[config.mk]
export PLATFORM = sky130hd
export DESIGN_NAME = tim_ocref_unit
export DESIGN_NICKNAME = d
export VERILOG_FILES = /design/src/rtl/tim_ocref_pkg.sv /design/src/rtl/tim_ocref_counter.sv /design/src/rtl/tim_ocref_chan.sv /design/src/rtl/tim_ocref_merge.sv /design/src/rtl/tim_ocref_unit.sv
export SDC_FILE = /design/constraint.sdc
export NUM_CORES = 1
export LEC_CHECK = 0
export BUFFER_PORTS_ARGS = -buffer_cell sky130_fd_sc_hd__clkbuf_2
export CAP_MARGIN = 40
export CORE_MARGIN = 4
export CORE_UTILIZATION = 54
export DETAILED_ROUTE_END_ITERATION = 6
export HOLD_SLACK_MARGIN = 0.02
export MAX_ROUTING_LAYER = met4
export PLACE_DENSITY = 0.77
export SLEW_MARGIN = 40
export SYNTH_ARGS = -nofsm -noshare
export SYNTH_HDL_FRONTEND = slang
export SYNTH_SLANG_ARGS = --single-unit
[constraint.sdc]
create_clock -name clk -period 3 [get_ports clk]
set_clock_uncertainty 0.1 [all_clocks]
set_input_delay 0.15 -clock clk [delete_from_list [all_inputs] [get_ports clk]]
set_output_delay 0.15 -clock clk [all_outputs]
set_load 0.01 [all_outputs]
[src/rtl/tim_ocref_pkg.sv]
package tim_ocref_pkg;

    typedef enum logic [3:0] {
        OC_FROZEN   = 4'd0,
        OC_SET_HIT  = 4'd1,
        OC_CLR_HIT  = 4'd2,
        OC_TOGGLE   = 4'd3,
        OC_FORCE_LO = 4'd4,
        OC_FORCE_HI = 4'd5,
        OC_PWM_A    = 4'd6,
        OC_PWM_B    = 4'd7,
        OC_OPM_A    = 4'd8,
        OC_OPM_B    = 4'd9,
        OC_RSV_A    = 4'd10,
        OC_RSV_B    = 4'd11,
        OC_COMB_OR  = 4'd12,
        OC_COMB_AND = 4'd13,
        OC_ASYM_A   = 4'd14,
        OC_ASYM_B   = 4'd15
    } oc_mode_e;

    typedef enum logic [1:0] {
        CNT_UP     = 2'd0,
        CNT_DOWN   = 2'd1,
        CNT_CENTER = 2'd2,
        CNT_CTR2   = 2'd3
    } cnt_mode_e;

    function automatic logic is_one_pulse(input logic [3:0] m);
        return (m == OC_OPM_A) || (m == OC_OPM_B);
    endfunction

endpackage

[src/rtl/tim_ocref_counter.sv]
module tim_ocref_counter
    import tim_ocref_pkg::*;
#(
    parameter int CNT_W = 16
) (
    input  logic             clk,
    input  logic             rst_n,
    input  logic             run,
    input  logic [1:0]       cnt_mode,
    input  logic             upd_req,
    input  logic             restart,
    input  logic             arr_we,
    input  logic [CNT_W-1:0] arr_wdata,
    output logic [CNT_W-1:0] cnt,
    output logic             down,
    output logic [CNT_W-1:0] arr_act,
    output logic             upd
);
    localparam logic [CNT_W-1:0] ONE = CNT_W'(1);

    typedef struct packed {
        logic [CNT_W-1:0] cnt;
        logic             down;
        logic [CNT_W-1:0] arr_pre;
        logic [CNT_W-1:0] arr_act;
    } ctr_state_t;

    ctr_state_t s_d, s_q;
    logic center, down_mode, at_end;

    always_comb begin
        center    = cnt_mode[1];
        down_mode = (cnt_mode == CNT_DOWN);
        if (center) begin
            at_end = s_q.down ? (s_q.cnt == '0) : (s_q.cnt >= s_q.arr_act);
        end else if (down_mode) begin
            at_end = (s_q.cnt == '0);
        end else begin
            at_end = (s_q.cnt >= s_q.arr_act);
        end
        upd = upd_req | (run & at_end & ~restart);

        s_d = s_q;
        if (arr_we) s_d.arr_pre = arr_wdata;
        if (upd)    s_d.arr_act = s_d.arr_pre;
        if (!center) s_d.down = down_mode;

        if (upd_req) begin
            s_d.cnt = down_mode ? s_d.arr_pre : '0;
            if (center) s_d.down = 1'b0;
        end else if (restart) begin
            s_d.cnt = down_mode ? s_q.arr_act : '0;
            if (center) s_d.down = 1'b0;
        end else if (run) begin
            if (center) begin
                if (!s_q.down) begin
                    if (at_end) begin
                        s_d.down = 1'b1;
                        s_d.cnt  = (s_q.cnt != '0) ? s_q.cnt - ONE : '0;
                    end else begin
                        s_d.cnt = s_q.cnt + ONE;
                    end
                end else begin
                    if (at_end) begin
                        s_d.down = 1'b0;
                        s_d.cnt  = (s_d.arr_act != '0) ? ONE : '0;
                    end else begin
                        s_d.cnt = s_q.cnt - ONE;
                    end
                end
            end else if (down_mode) begin
                s_d.cnt = at_end ? s_d.arr_act : s_q.cnt - ONE;
            end else begin
                s_d.cnt = at_end ? '0 : s_q.cnt + ONE;
            end
        end
    end

    always_ff @(posedge clk or negedge rst_n) begin
        if (!rst_n) s_q <= '0;
        else        s_q <= s_d;
    end

    assign cnt     = s_q.cnt;
    assign down    = s_q.down;
    assign arr_act = s_q.arr_act;

endmodule

[src/rtl/tim_ocref_chan.sv]
module tim_ocref_chan
    import tim_ocref_pkg::*;
#(
    parameter int CNT_W = 16
) (
    input  logic             clk,
    input  logic             rst_n,
    input  logic             run,
    input  logic [CNT_W-1:0] cnt,
    input  logic             down,
    input  logic             upd,
    input  logic             trig,
    input  logic [3:0]       mode,
    input  logic             cmp_we,
    input  logic [CNT_W-1:0] cmp_wdata,
    output logic             ref_o
);
    typedef struct packed {
        logic [CNT_W-1:0] cmp_pre;
        logic [CNT_W-1:0] cmp_act;
        logic             level;
        logic             armed;
    } chan_state_t;

    chan_state_t s_d, s_q;
    oc_mode_e    m;
    logic        pwm_a, pwm_b, hit;

    always_comb begin
        m     = oc_mode_e'(mode);
        pwm_a = down ? (cnt <= s_q.cmp_act) : (cnt < s_q.cmp_act);
        pwm_b = ~pwm_a;
        hit   = run && (cnt == s_q.cmp_act);

        s_d = s_q;
        if (cmp_we) s_d.cmp_pre = cmp_wdata;
        if (upd)    s_d.cmp_act = s_d.cmp_pre;

        if (!is_one_pulse(mode)) s_d.armed = 1'b0;
        else if (trig)           s_d.armed = 1'b1;
        else if (upd)            s_d.armed = 1'b0;

        ref_o = s_q.level;
        case (m)
            OC_SET_HIT: if (hit) s_d.level = 1'b1;
            OC_CLR_HIT: if (hit) s_d.level = 1'b0;
            OC_TOGGLE:  if (hit) s_d.level = ~s_q.level;
            OC_FORCE_LO: begin
                ref_o       = 1'b0;
                s_d.level   = 1'b0;
            end
            OC_FORCE_HI: begin
                ref_o       = 1'b1;
                s_d.level   = 1'b1;
            end
            OC_PWM_A, OC_COMB_OR, OC_ASYM_A: begin
                ref_o     = pwm_a;
                s_d.level = pwm_a;
            end
            OC_PWM_B, OC_COMB_AND, OC_ASYM_B: begin
                ref_o     = pwm_b;
                s_d.level = pwm_b;
            end
            OC_OPM_A: begin
                ref_o     = s_q.armed ? pwm_a : ~down;
                s_d.level = ref_o;
            end
            OC_OPM_B: begin
                ref_o     = s_q.armed ? pwm_b : down;
                s_d.level = ref_o;
            end
            default: ref_o = s_q.level;
        endcase
    end

    always_ff @(posedge clk or negedge rst_n) begin
        if (!rst_n) s_q <= '0;
        else        s_q <= s_d;
    end

endmodule

[src/rtl/tim_ocref_merge.sv]
module tim_ocref_merge
    import tim_ocref_pkg::*;
(
    input  logic [3:0] mode1,
    input  logic       ref1,
    input  logic       ref2,
    input  logic       down,
    output logic       merged
);
    always_comb begin
        case (oc_mode_e'(mode1))
            OC_COMB_OR:           merged = ref1 | ref2;
            OC_COMB_AND:          merged = ref1 & ref2;
            OC_ASYM_A, OC_ASYM_B: merged = down ? ref2 : ref1;
            default:              merged = ref1;
        endcase
    end
endmodule

[src/rtl/tim_ocref_unit.sv]
module tim_ocref_unit
    import tim_ocref_pkg::*;
#(
    parameter int CNT_W = 16
) (
    input  logic             clk,
    input  logic             rst_n,
    input  logic             run,
    input  logic [1:0]       cnt_mode,
    input  logic             upd_req,
    input  logic             trig,
    input  logic             arr_we,
    input  logic [CNT_W-1:0] arr_wdata,
    input  logic             cmp1_we,
    input  logic [CNT_W-1:0] cmp1_wdata,
    input  logic             cmp2_we,
    input  logic [CNT_W-1:0] cmp2_wdata,
    input  logic [3:0]       mode1,
    input  logic [3:0]       mode2,
    output logic [CNT_W-1:0] cnt,
    output logic             cnt_down,
    output logic             update_evt,
    output logic             ref1,
    output logic             ref2,
    output logic             ref1_merged
);
    localparam int NUM_CH = 2;

    logic [CNT_W-1:0] arr_act;
    logic             restart;
    logic             ch_we   [NUM_CH];
    logic [CNT_W-1:0] ch_wdat [NUM_CH];
    logic [3:0]       ch_mode [NUM_CH];
    logic             ch_ref  [NUM_CH];

    assign restart = trig & (is_one_pulse(mode1) | is_one_pulse(mode2));

    assign ch_we[0]   = cmp1_we;
    assign ch_we[1]   = cmp2_we;
    assign ch_wdat[0] = cmp1_wdata;
    assign ch_wdat[1] = cmp2_wdata;
    assign ch_mode[0] = mode1;
    assign ch_mode[1] = mode2;

    tim_ocref_counter #(.CNT_W(CNT_W)) u_ctr (
        .clk       (clk),
        .rst_n     (rst_n),
        .run       (run),
        .cnt_mode  (cnt_mode),
        .upd_req   (upd_req),
        .restart   (restart),
        .arr_we    (arr_we),
        .arr_wdata (arr_wdata),
        .cnt       (cnt),
        .down      (cnt_down),
        .arr_act   (arr_act),
        .upd       (update_evt)
    );

    for (genvar g = 0; g < NUM_CH; g++) begin : g_ch
        tim_ocref_chan #(.CNT_W(CNT_W)) u_chan (
            .clk       (clk),
            .rst_n     (rst_n),
            .run       (run),
            .cnt       (cnt),
            .down      (cnt_down),
            .upd       (update_evt),
            .trig      (trig),
            .mode      (ch_mode[g]),
            .cmp_we    (ch_we[g]),
            .cmp_wdata (ch_wdat[g]),
            .ref_o     (ch_ref[g])
        );
    end

    assign ref1 = ch_ref[0];
    assign ref2 = ch_ref[1];

    tim_ocref_merge u_merge (
        .mode1  (mode1),
        .ref1   (ch_ref[0]),
        .ref2   (ch_ref[1]),
        .down   (cnt_down),
        .merged (ref1_merged)
    );

endmodule

==> results.py <==
metrics = {
    "outcome": {
        "outcome": "finished with violations",
        "violations": "negative setup slack",
    },
    "sta": {
        "timing.final.max_slew_violations": 0,
        "clock.fmax_mhz": 296,
        "worst-slew-pin-transition_ns": 0.687,
        "unrepaired_setup_endpoints_after_global_routing": "yes",
        "layout_worst_path_cycle_share": 1.13,
        "timing.final.crit_period_ns": 3.38,
        "slew_headroom": 0.540,
        "finalWorstSetupSlack_ns": -0.377,
        "finalSetupViolations": 3,
        "hold_viol_final": 0,
    },
    "clocking": {
        "cts_tree": "done",
        "clk_path_buf_depth": 2,
        "cts.clk_slew.worst_paths_ns": 0.06,
        "cts.root.buffer_cell": "sky130_fd_sc_hd__clkbuf_16",
        "numClockSinks": 117,
        "clk_lat_worst_skew_ns": 0.43,
        "cts_max_level": 4,
        "cts_buffers": 17,
    },
    "worst_setup_path": {
        "reg2reg_depth": 11,
        "arrival_ns": 3.13,
        "worst_r2r_endpoint": "u_ctr.cnt[15]",
        "crit_path_max_fanout": 3,
        "critical_path.reg2reg.startpoint": "u_ctr.cnt[3]",
        "endpoint_kind": "output port",
        "r2r_slack_ns": 0.03,
        "critPathRequiredTime_ns": 2.75,
        "worst_setup_path_start_kind": "flip-flop",
        "critPathKind": "reg2out",
    },
    "synthesis": {
        "number_of_enable_type_register_cells_in_the_synthesized_netlist": 0,
        "synthTopCellsByCount": "117 x sky130_fd_sc_hd__dfrtp_1, 74 x sky130_fd_sc_hd__inv_1, 71 x sky130_fd_sc_hd__mux2_2",
        "synth_area_sq_mm": 0.00788,
        "postSynthCellCount": 847,
        "synth_largest_type_area_fraction": 0.371,
        "synth_top_area_cell": "sky130_fd_sc_hd__dfrtp_1",
        "synth.distinct_cells": 66,
        "synthArstFlopShare": 1.00,
        "seq_area_frac_synth": 0.371,
        "synth_ff_type": "sky130_fd_sc_hd__dfrtp_1",
        "synthTopCellsByArea": "sky130_fd_sc_hd__dfrtp_1 37%, sky130_fd_sc_hd__mux2_2 10%, sky130_fd_sc_hd__ha_1 7.9%",
        "ys_seq_elements": 117,
        "avg_inst_size_synth_sq_um": 9.31,
        "synth_warnings": 0,
        "number_of_nets_in_the_synthesized_netlist": 963,
        "synthMostInstantiatedCell": "sky130_fd_sc_hd__dfrtp_1",
    },
    "layout": {
        "postLayoutCellArea_sq_mm": 0.0107,
        "layout.filler_cells": 908,
        "final_core_util": 0.756,
        "fraction_of_layout_instances_using_a_drive_strength_above_1": 0.340,
        "flow.area_growth_from_synthesis_pct": 35.3,
        "antenna_cells_inserted": 0,
        "design.final.nets": 1178,
    },
    "placement": {
        "io_buffers": 86,
        "postPlaceCellArea_sq_mm": 0.00893,
        "place.gp.congestion": 0.985,
        "detailedPlacementHpwl_um": 17400,
        "place_ws_ns": -0.128,
    },
    "global_routing": {
        "grt_usage": 0.330,
        "grt_first_pass_wirelength_um": 41000,
        "met1_usage": 0.398,
        "number_of_global_route_vias_before_repair": 7807,
        "global_route.usage.met3": 0.0809,
        "grt.met2_usage": 0.522,
        "grt_max_degree": 118,
        "grt_antenna_before_repair": 0,
        "grt-ovfl-total": 0,
        "gr-max-usage-layer": "met2",
    },
    "floorplanning": {
        "start_util": 0.559,
        "floorplan.rows": 43,
        "die_h_um": 129,
        "die-width_um": 129,
        "floorplan.die_area_sq_mm": 0.0166,
        "core_area_sq_mm": 0.0141,
        "ioPinCount": 87,
    },
    "route": {
        "wire_length_per_cell_after_detailed_routing_um": 21.5,
        "finalWirelength_um": 27000,
        "ant_nets": 0,
        "drc_errors": 0,
        "via_per_inst": 6.28,
        "firstDrtPassIters": 5,
        "dr.first_iter.drc_count": 835,
        "vias": 7880,
    },
    "power": {
        "power-per-cell-area_mw_per_mm2": 588,
        "max-vdd-ir-drop_mv": 0.442,
        "fin_total_pwr_uw": 6270,
        "leakage_uw": 0.00484,
    },
    "worst_hold_path": {
        "hold-path-cell-count": 4,
        "timing.hold.worst_endpoint": "g_ch[1].u_chan.s_q[0]",
        "class_of_the_tightest_hold_or_removal_check": "in2reg",
        "holdCritStartpoint": "mode2[1]",
    },
    "flow_run": {
        "max_cap_violations": 0,
    },
}
[how the worst max path moves through the flow]
stage	from	end	cells after the start
floorplan	u_ctr.cnt[0]	u_ctr.cnt[6]	13
global placement	u_ctr.cnt[13]	ref1_merged	11
detailed placement	u_ctr.cnt[13]	ref1_merged	11
CTS	u_ctr.cnt[14]	ref1_merged	11
global route	g_ch[0].u_chan.s_q[17]	ref1_merged	12
finish	u_ctr.cnt[10]	ref1_merged	12
[report_power, final]
group / switching [uW] / total, uW / internal, uW / leakage [uW]
logic: 1280 / 2350 / 1070 / 0.00320
registers: 156 / 1960 / 1800 / 0.00138
clock network: 801 / 1970 / 1170 / 0.000259
[repair_timing]
action,CTS,global route
setup endpoints to repair,7,46
pin swaps,17,27
buffers inserted,9,16
hold buffers,55,0
cloned,0,2
endpoints found under the hold margin,195,0
resized for setup,29,49
[kinds of logic (layout without fill, tap and decap cells)]
family | Yosys count | count (layout) | synth area share
AND/OR/NAND/NOR | 209 | 209 | 0.132
AO/OA/AOI/OAI | 217 | 218 | 0.183
multiplexers | 89 | 89 | 0.124
flip-flops | 117 | 117 | 0.371
buffers and inverters | 135 | 362 | 0.0770
XOR/XNOR | 30 | 30 | 0.0333
adder cells (fa/ha/maj) | 50 | 50 | 0.0794
[cell type report]
cell class	count	area, sq um	area share
Clock buffer	19	443	0.0415
Clock inverter	13	124	0.0116
Inverter	75	287	0.0269
Multi-Input combinational cell	596	4700	0.441
Sequential cell	117	2940	0.276
Tap cell	180	225	0.0211
Timing Repair Buffer	254	1940	0.182
Timing Repair inverter	1	6.26	0.000587
[placed cells by master (no fill, tap or decap), types with 8 or more instances in the layout]
master and count:
sky130_fd_sc_hd__nor2_1 62, sky130_fd_sc_hd__nor3_1 22, sky130_fd_sc_hd__buf_6 9, sky130_fd_sc_hd__ha_4 12, sky130_fd_sc_hd__nand3_1 16, sky130_fd_sc_hd__o21ai_0 56, sky130_fd_sc_hd__xor2_1 11, sky130_fd_sc_hd__nand2_1 40
sky130_fd_sc_hd__a221oi_1 8, sky130_fd_sc_hd__a21oi_1 44, sky130_fd_sc_hd__clkbuf_2 82, sky130_fd_sc_hd__dfrtp_2 9, sky130_fd_sc_hd__buf_4 100, sky130_fd_sc_hd__dfrtp_1 108, sky130_fd_sc_hd__dlygate4sd3_1 55, sky130_fd_sc_hd__mux2i_1 18
sky130_fd_sc_hd__a211oi_1 12, sky130_fd_sc_hd__inv_1 74, sky130_fd_sc_hd__ha_1 38, sky130_fd_sc_hd__clkbuf_16 17, sky130_fd_sc_hd__nand2b_1 9, sky130_fd_sc_hd__nand4_1 19, sky130_fd_sc_hd__mux2_2 70, sky130_fd_sc_hd__xnor2_1 19
[per-stage QoR]
step                setup TNS, ns  std cells  hold slack [ns]
finish                     -0.691       1255           0.0674
global route                -1.08       1255           0.0747
CTS                        -0.253       1237           0.0464
detailed placement         -0.136       1141            0.203
global placement          -0.0672       1141            0.198
floorplan                       0        847           -0.246
[flip-flops by register name (all words and copies together) (netlist names)]
name,count
u_ctr.down,1
g_ch.u_chan.s_q,68
u_ctr.cnt,16
u_ctr.s_q,16
u_ctr.arr_act,16
[per-layer routing]
metal / vias to the layer above / share of wire
met1: 3774 / 0.38
li1: 3474 / -
met2: 509 / 0.48
met3: 123 / 0.10
met4: 0 / 0.049
met5: - / 0
[critical path, stage by stage, from the launching register on]
cell                       delay [ns]
sky130_fd_sc_hd__dfrtp_1         0.40
sky130_fd_sc_hd__buf_6           0.14
sky130_fd_sc_hd__ha_4            0.26
sky130_fd_sc_hd__nand4_1         0.13
sky130_fd_sc_hd__a211oi_2        0.36
sky130_fd_sc_hd__o32ai_4         0.17
sky130_fd_sc_hd__a211o_1         0.33
sky130_fd_sc_hd__a221oi_4        0.29
sky130_fd_sc_hd__o22ai_4         0.13
sky130_fd_sc_hd__buf_6           0.14
sky130_fd_sc_hd__a31oi_4         0.14
sky130_fd_sc_hd__a211oi_2        0.06
sky130_fd_sc_hd__buf_2           0.14
No activity file was read; power rests on OpenSTA's default activity.
